[config.mk]
export PLATFORM = sky130hd
export DESIGN_NAME = irq_status_vector
export DESIGN_NICKNAME = d
export VERILOG_FILES = /design/src/rtl/isv_pkg.sv /design/src/rtl/isv_busdec.sv /design/src/rtl/isv_prio.sv /design/src/rtl/isv_ctrl.sv /design/src/rtl/isv_status.sv /design/src/rtl/irq_status_vector.sv
export SDC_FILE = /design/constraint.sdc
export NUM_CORES = 1
export LEC_CHECK = 0
export BUFFER_PORTS_ARGS = -buffer_cell sky130_fd_sc_hd__buf_4
export CORE_ASPECT_RATIO = 1.75
export CORE_UTILIZATION = 48
export CTS_CLUSTER_SIZE = 30
export DETAILED_ROUTE_END_ITERATION = 6
export HOLD_SLACK_MARGIN = 0.1
export PLACE_DENSITY_LB_ADDON = 0.12
export SYNTH_ARGS = -nofsm -noshare
export SYNTH_HDL_FRONTEND = slang
export SYNTH_SLANG_ARGS = --single-unit
export TNS_END_PERCENT = 10
[constraint.sdc]
create_clock -name clk -period 3.5 [get_ports clk]
set_input_delay 0.525 -clock clk [delete_from_list [all_inputs] [get_ports clk]]
set_output_delay 0.525 -clock clk [all_outputs]
set_load 0.03 [all_outputs]
[src/rtl/isv_pkg.sv]
package isv_pkg;

    localparam int DATA_W   = 16;
    localparam int ADDR_W   = 4;
    localparam int EN_W     = 5;
    localparam int CODE_W   = $clog2(EN_W + 1);

    localparam int BIT_NOACK  = 1;
    localparam int BIT_ARDY   = 2;
    localparam int BIT_RXRDY  = 3;
    localparam int BIT_TXRDY  = 4;
    localparam int BIT_SLAVE  = 9;
    localparam int BIT_TXUND  = 10;
    localparam int BIT_RXOVR  = 11;
    localparam int BIT_BUSY   = 12;
    localparam int BIT_SBYTE  = 15;

    localparam int BIT_RXDMA  = 15;
    localparam int BIT_TXDMA  = 7;

    localparam logic [DATA_W-1:0] STAT_KEEP =
        (DATA_W'(1) << BIT_NOACK) | (DATA_W'(1) << BIT_ARDY)  |
        (DATA_W'(1) << BIT_RXRDY) | (DATA_W'(1) << BIT_TXRDY) |
        (DATA_W'(1) << BIT_SLAVE) | (DATA_W'(1) << BIT_TXUND) |
        (DATA_W'(1) << BIT_RXOVR) | (DATA_W'(1) << BIT_SBYTE);

    localparam logic [DATA_W-1:0] DMA_KEEP =
        (DATA_W'(1) << BIT_RXDMA) | (DATA_W'(1) << BIT_TXDMA);

    typedef enum logic [ADDR_W-1:0] {
        OFS_ENABLE = 4'h0,
        OFS_STATUS = 4'h2,
        OFS_VECTOR = 4'h4,
        OFS_DMA    = 4'h6
    } reg_ofs_e;

    typedef struct packed {
        logic wr_enable;
        logic wr_dma;
        logic rd_any;
        logic rd_enable;
        logic rd_status;
        logic rd_vector;
        logic rd_dma;
    } bus_dec_t;

    typedef struct packed {
        logic [DATA_W-1:0] dma;
        logic [EN_W-1:0]   en;
    } ctrl_t;

    function automatic logic [DATA_W-1:0] widen_en(input logic [EN_W-1:0] v);
        return DATA_W'(v);
    endfunction

endpackage

[src/rtl/isv_busdec.sv]
module isv_busdec
    import isv_pkg::*;
(
    input  logic              wr,
    input  logic              rd,
    input  logic [ADDR_W-1:0] addr,
    output bus_dec_t          dec
);
    always_comb begin
        dec        = '0;
        dec.rd_any = rd;
        unique case (addr)
            OFS_ENABLE: begin
                dec.wr_enable = wr;
                dec.rd_enable = rd;
            end
            OFS_STATUS: dec.rd_status = rd;
            OFS_VECTOR: dec.rd_vector = rd;
            OFS_DMA: begin
                dec.wr_dma = wr;
                dec.rd_dma = rd;
            end
            default: ;
        endcase
    end
endmodule

[src/rtl/isv_prio.sv]
module isv_prio #(
    parameter int W      = 5,
    parameter int CODE_W = $clog2(W + 1)
) (
    input  logic [W-1:0]      pend,
    output logic [W-1:0]      first,
    output logic [CODE_W-1:0] code
);
    logic [W:0] seen;
    assign seen[0] = 1'b0;

    for (genvar i = 0; i < W; i++) begin : g_chain
        assign first[i]  = pend[i] & ~seen[i];
        assign seen[i+1] = seen[i] | pend[i];
    end

    always_comb begin
        code = '0;
        for (int i = 0; i < W; i++) begin
            if (first[i]) code = CODE_W'(i + 1);
        end
    end
endmodule

[src/rtl/isv_ctrl.sv]
module isv_ctrl
    import isv_pkg::*;
(
    input  logic              clk,
    input  logic              rst,
    input  logic              wr_enable,
    input  logic              wr_dma,
    input  logic [DATA_W-1:0] wdata,
    output ctrl_t             ctrl_q
);
    ctrl_t ctrl_d;

    always_comb begin
        ctrl_d = ctrl_q;
        if (wr_enable) ctrl_d.en = wdata[EN_W-1:0];
        if (wr_dma) begin
            ctrl_d.dma = wdata & DMA_KEEP;
            if (wdata[BIT_RXDMA]) ctrl_d.en[BIT_RXRDY] = 1'b0;
            if (wdata[BIT_TXDMA]) ctrl_d.en[BIT_TXRDY] = 1'b0;
        end
    end

    always_ff @(posedge clk) begin
        if (rst) ctrl_q <= '0;
        else     ctrl_q <= ctrl_d;
    end
endmodule

[src/rtl/isv_status.sv]
module isv_status
    import isv_pkg::*;
(
    input  logic              clk,
    input  logic              rst,
    input  logic [DATA_W-1:0] set_pulse,
    input  logic [DATA_W-1:0] clr_pulse,
    output logic [DATA_W-1:0] stat_q
);
    logic [DATA_W-1:0] stat_d;

    always_comb stat_d = (stat_q & ~clr_pulse) | (set_pulse & STAT_KEEP);

    always_ff @(posedge clk) begin
        if (rst) stat_q <= '0;
        else     stat_q <= stat_d;
    end
endmodule

[src/rtl/irq_status_vector.sv]
module irq_status_vector
    import isv_pkg::*;
(
    input  logic              clk,
    input  logic              rst,
    input  logic              bus_wr,
    input  logic              bus_rd,
    input  logic [ADDR_W-1:0] bus_addr,
    input  logic [DATA_W-1:0] bus_wdata,
    output logic [DATA_W-1:0] bus_rdata,
    input  logic [DATA_W-1:0] evt_set,
    input  logic              bus_busy,
    output logic              irq_o,
    output logic              rx_dreq_o,
    output logic              tx_dreq_o
);
    bus_dec_t          dec;
    ctrl_t             ctrl_q;
    logic [DATA_W-1:0] stat_q;
    logic [EN_W-1:0]   pend;
    logic [EN_W-1:0]   first;
    logic [CODE_W-1:0] code;
    logic [DATA_W-1:0] clr_pulse;
    logic [DATA_W-1:0] rd_mux;
    logic [DATA_W-1:0] rdata_q;

    isv_busdec u_dec (
        .wr   (bus_wr),
        .rd   (bus_rd),
        .addr (bus_addr),
        .dec  (dec)
    );

    isv_ctrl u_ctrl (
        .clk       (clk),
        .rst       (rst),
        .wr_enable (dec.wr_enable),
        .wr_dma    (dec.wr_dma),
        .wdata     (bus_wdata),
        .ctrl_q    (ctrl_q)
    );

    assign pend = stat_q[EN_W-1:0] & ctrl_q.en;

    isv_prio #(.W(EN_W), .CODE_W(CODE_W)) u_prio (
        .pend  (pend),
        .first (first),
        .code  (code)
    );

    assign clr_pulse = dec.rd_vector ? widen_en(first) : '0;

    isv_status u_stat (
        .clk       (clk),
        .rst       (rst),
        .set_pulse (evt_set),
        .clr_pulse (clr_pulse),
        .stat_q    (stat_q)
    );

    always_comb begin
        rd_mux = '0;
        if (dec.rd_enable) rd_mux = widen_en(ctrl_q.en);
        if (dec.rd_status) begin
            rd_mux           = stat_q;
            rd_mux[BIT_BUSY] = bus_busy;
        end
        if (dec.rd_vector) rd_mux = DATA_W'(code);
        if (dec.rd_dma)    rd_mux = ctrl_q.dma;
    end

    always_ff @(posedge clk) begin
        if (rst)             rdata_q <= '0;
        else if (dec.rd_any) rdata_q <= rd_mux;
    end

    assign bus_rdata = rdata_q;
    assign irq_o     = |pend;
    assign rx_dreq_o = ctrl_q.dma[BIT_RXDMA] & stat_q[BIT_RXRDY];
    assign tx_dreq_o = ctrl_q.dma[BIT_TXDMA] & stat_q[BIT_TXRDY];
endmodule

=== Yosys cells after proc, flatten, opt, wreduce, memory -nomap -nowiden ===
Index checks and enable logic that the tools add are counted.

* Mux-type cells: 20
* Bitwise logic cells: 17
* Reductions and logical operators: 2
* Equal/unequal tests: 3

{| class="wikitable"
|+ Operators with widths
! cell !! number
|-
| $mux W16 || 3
|-
| $and A16 B16 Y16 || 1
|-
| $not A5 Y16 || 1
|-
| $or A16 B16 Y16 || 1
|-
| $mux W5 || 3
|-
| $mux W3 || 4
|-
| $mux W1 || 9
|-
| $eq A4 B3 Y1 const B || 2
|-
| $and A1 B1 Y1 || 6
|-
| $and A5 B5 Y5 || 1
|-
| $reduce_or A5 Y1 || 1
|-
| $eq A4 B2 Y1 const B || 1
|-
| $logic_not A4 Y1 || 1
|-
| $not A1 Y1 || 4
|-
| $or A1 B1 Y1 || 3
|-
| $mux W2 || 1
|}

* Bits of input ports: 41
* Bits in registers: 39
* Output and inout port bits: 19

=== Longest topological paths before layout ===
* Depth in word-level cells: 10
* Depth in mapped cells: 5
* Gate-level depth less buffers: 3

=== By module ===
A second synthesis with hierarchy kept.

* Cells, all modules: 210
* Area, all modules: 2074.5 um^2

{| class="wikitable"
|+ By module, submodules not included
! module !! area an instance (um^2) !! cells each !! instances
|-
| irq_status_vector || 1007.2 || 101 || 1
|-
| isv_status || 533.0 || 50 || 1
|-
| isv_ctrl || 364.1 || 37 || 1
|-
| isv_busdec || 93.8 || 10 || 1
|-
| isv_prio || 76.3 || 12 || 1
|}

=== Worst setup path before layout ===
Ideal clock, no wire load.

* Path kind: reg2out
* Start: reg u_stat.stat_q[2]
* End: out irq_o
* Buffers on the path: 0
* Slack: 1.843 ns
* Cell stages (with the launch flop): 4
* Arrival: 1.132 ns
* Path through: dfxtp_1 > a222oi_1 > and2_1 > nand2_1

* Word-level cells in the longest chain between the ends: 2

{| class="wikitable"
|+ RTL lines
! element !! line !! text
|-
| start, declared || isv_status.sv:8 || <nowiki>output logic [DATA_W-1:0] stat_q</nowiki>
|-
| start signal, assigned || isv_status.sv:16 || <nowiki>else stat_q <= stat_d;</nowiki>
|-
| $and A5 B5 Y5 || irq_status_vector.sv:43 || <nowiki>assign pend = stat_q[EN_W-1:0] & ctrl_q.en;</nowiki>
|-
| $reduce_or A5 Y1 || irq_status_vector.sv:78 || <nowiki>assign irq_o = |pend;</nowiki>
|-
| end, declared || irq_status_vector.sv:13 || <nowiki>output logic irq_o,</nowiki>
|}

No other way between the ends.

=== Final worst setup path ===
Ends and elaborated chain as after synthesis.

==> impl_metrics.json <==
{
  "rsz0062_at_grt": "false",
  "tns_ns": 0,
  "critPathLaunchType": "flip-flop",
  "p_switching_w": 0.000144,
  "ctsResizeCount": 0,
  "cts_root_buf": "clkbuf_8",
  "wl_um": 3130,
  "hold_violations": 0,
  "syn_avg_cell_area_um2": 8.69,
  "ys_types": 34,
  "powerDensity_nw_per_um2": 367,
  "grt_max_degree": 25,
  "power_frac_seq": 0.568,
  "place_hpwl_um": 2300,
  "grt_pass1_vias": 1181,
  "core_area_um2": 2490,
  "hold_path_class": "in2reg",
  "period_needed_ns": 2.12,
  "syn_inst": 144,
  "cts_made_buffers": 3,
  "slew_violations": 0,
  "postRouteAntennaNets": 0,
  "tightest_slew_ns": 0.751,
  "cts_tree": "yes",
  "drc": 0,
  "drt-vias-per-instance": 6.02,
  "final_common_cell": "buf_4",
  "p_int_w": 0.000428,
  "clk_pin_slew_ns": 0.08,
  "grt_overflow": 0,
  "relSlewSlack": 0.499,
  "grt_usage": 0.249,
  "cp.required_ns": 2.97,
  "p_leak_nw": 0.639,
  "area_delta_synth_final_pct": 24.6,
  "clock_path_buffers": 2,
  "fmax_mhz": 472,
  "holdWs_ns": 0.457,
  "clock_latency_ns": 0.27,
  "cts_sinks": 27,
  "synth-seq-area-share": 0.432,
  "vias": 1228,
  "peakVddDrop_mv": 0.241,
  "first_pass_iters": 4,
  "drive_gt1_frac": 0.264,
  "crit_arrival_ns": 1.59,
  "skew_ns": 0.00666,
  "hold_buffers": 0,
  "layout_common_cells": "37 x buf_4, 27 x dfxtp_1, 19 x nor2_1, 15 x nand3_1, 10 x a32oi_1",
  "ys_ff_latch": 27,
  "diodes": 0,
  "grt_pass1_wl_um": 5110,
  "worstSetupPathType": "reg2out",
  "port_buffers": 37,
  "critPathMaxFanout": 5,
  "drt_iter0_drc": 78,
  "globalplace.congestion": 0.727,
  "ys_warn_count": 0,
  "layout.nets": 220,
  "die_area_um2": 2820,
  "start_util": 0.502,
  "whs_path_depth": 3,
  "num_io_pins": 60,
  "cp-end-kind": "output port",
  "netlist_area_um2": 1250,
  "r2r.worst_path.cells": 3,
  "outcome": "finished clean",
  "wl_per_cell_um": 15.3,
  "post_cts_buffers": 0,
  "finalCritPeriodShare": 0.605,
  "die_w_um": 40.6,
  "netSwitchingFraction": 0.251,
  "htreeDepth": 1,
  "setup_violations": 0,
  "clockPowerShare": 0.304,
  "power_frac_comb": 0.128,
  "die_h_um": 69.5,
  "antenna_found_initial": 0,
  "drv_cap": 0,
  "num_rows": 24
}
-- Yosys cell counts --
cell | number | area (um^2)
nor2_1 | 19 | 71.3
and4b_1 | 1 | 10.0
a311oi_1 | 2 | 17.5
nand2_1 | 8 | 30.0
nor4_2 | 1 | 12.5
a211oi_1 | 2 | 15.0
and2_1 | 5 | 31.3
a22oi_1 | 1 | 7.51
nor4b_1 | 1 | 8.76
a21oi_1 | 7 | 35.0
a41oi_1 | 1 | 8.76
o211ai_1 | 2 | 15.0
dfxtp_1 | 27 | 541
a21bo_2 | 1 | 10.0
and4bb_2 | 1 | 12.5
conb_1 | 1 | 3.75
a221oi_1 | 2 | 17.5
nand3_1 | 15 | 75.1
nand4bb_1 | 1 | 11.3
nor3b_2 | 1 | 12.5
or4_4 | 1 | 11.3
clkbuf_1 | 4 | 15.0
a222oi_1 | 1 | 10.0
nand4_1 | 2 | 12.5
nor4b_4 | 1 | 23.8
a21boi_0 | 1 | 7.51
buf_4 | 5 | 37.5
inv_1 | 6 | 22.5
or2_2 | 1 | 6.26
a32oi_1 | 10 | 87.6
nor2b_1 | 2 | 12.5
buf_2 | 2 | 10.0
a22o_1 | 1 | 8.76
o21ai_0 | 8 | 40.0
-- layer usage --
metal  routed length [um]  track usage
met5                    0            0
met4                   89        0.111
met3                  140       0.0353
met2                 1650        0.416
met1                 1240        0.287
-- stage by stage --
stage               cell area, um^2  worst slack, ns  power (W)  utilization  cells
floorplan                      1270             1.84   0.000373            -    148
detailed placement             1510             1.67   0.000405        0.607    200
finish                         1560             1.38   0.000572        0.626    204
CTS                            1560             1.38   0.000573        0.626    204
global placement               1510             1.67   0.000402        0.607    200
global route                   1560             1.25   0.000592        0.626    204
-- registers in the layout (all words and copies together) (netlist names) --
name / flops
bus_rdata: 11
u_ctrl.ctrl_q: 7
u_stat.stat_q: 9
-- worst max-delay path, stage by stage, from the launching register on --
cell and delay, ns:
dfxtp_1 0.37, a222oi_1 0.51, and2_1 0.23, nand2_1 0.06, buf_4 0.16
-- power by group through the flow --
stage	clock network [W]	logic, W	registers (W)
6_report	0.000174	0.0000732	0.000325
5_1_grt	0.000186	0.0000798	0.000326
4_1_cts	0.000175	0.0000732	0.000324
2_1_floorplan	0	0.0000415	0.000332
3_5_place_dp	0	0.0000729	0.000332
3_3_place_gp	0	0.0000713	0.000331
-- final timing paths --
kind	start	endpoint	slack, ns
max	u_stat.stat_q[2]	irq_o	1.38
min reg2reg	bus_rdata[7]	bus_rdata[7]	0.47
max reg2reg	u_stat.stat_q[2]	bus_rdata[2]	2.14
min	evt_set[11]	u_stat.stat_q[11]	0.46
-- kinds of logic (layout without fill, tap and decap cells) --
group / after synthesis / count (layout) / synth area share
AOI/OAI and AO/OA: 39 / 39 / 0.224
DFF: 27 / 27 / 0.432
other: 1 / 5 / 0.00300
buffers and inverters: 17 / 47 / 0.0680
and+or+nand+nor: 60 / 60 / 0.273
-- layout make-up --
cell class | instances | area, um^2
well taps | 26 | 32.5
clock buffers | 4 | 45.0
inverters | 6 | 22.5
multi-input cells | 104 | 641
flip-flops and latches | 27 | 541
fillers | 224 | 933
repair buffers | 37 | 278
(Power assumes the default switching activity.)
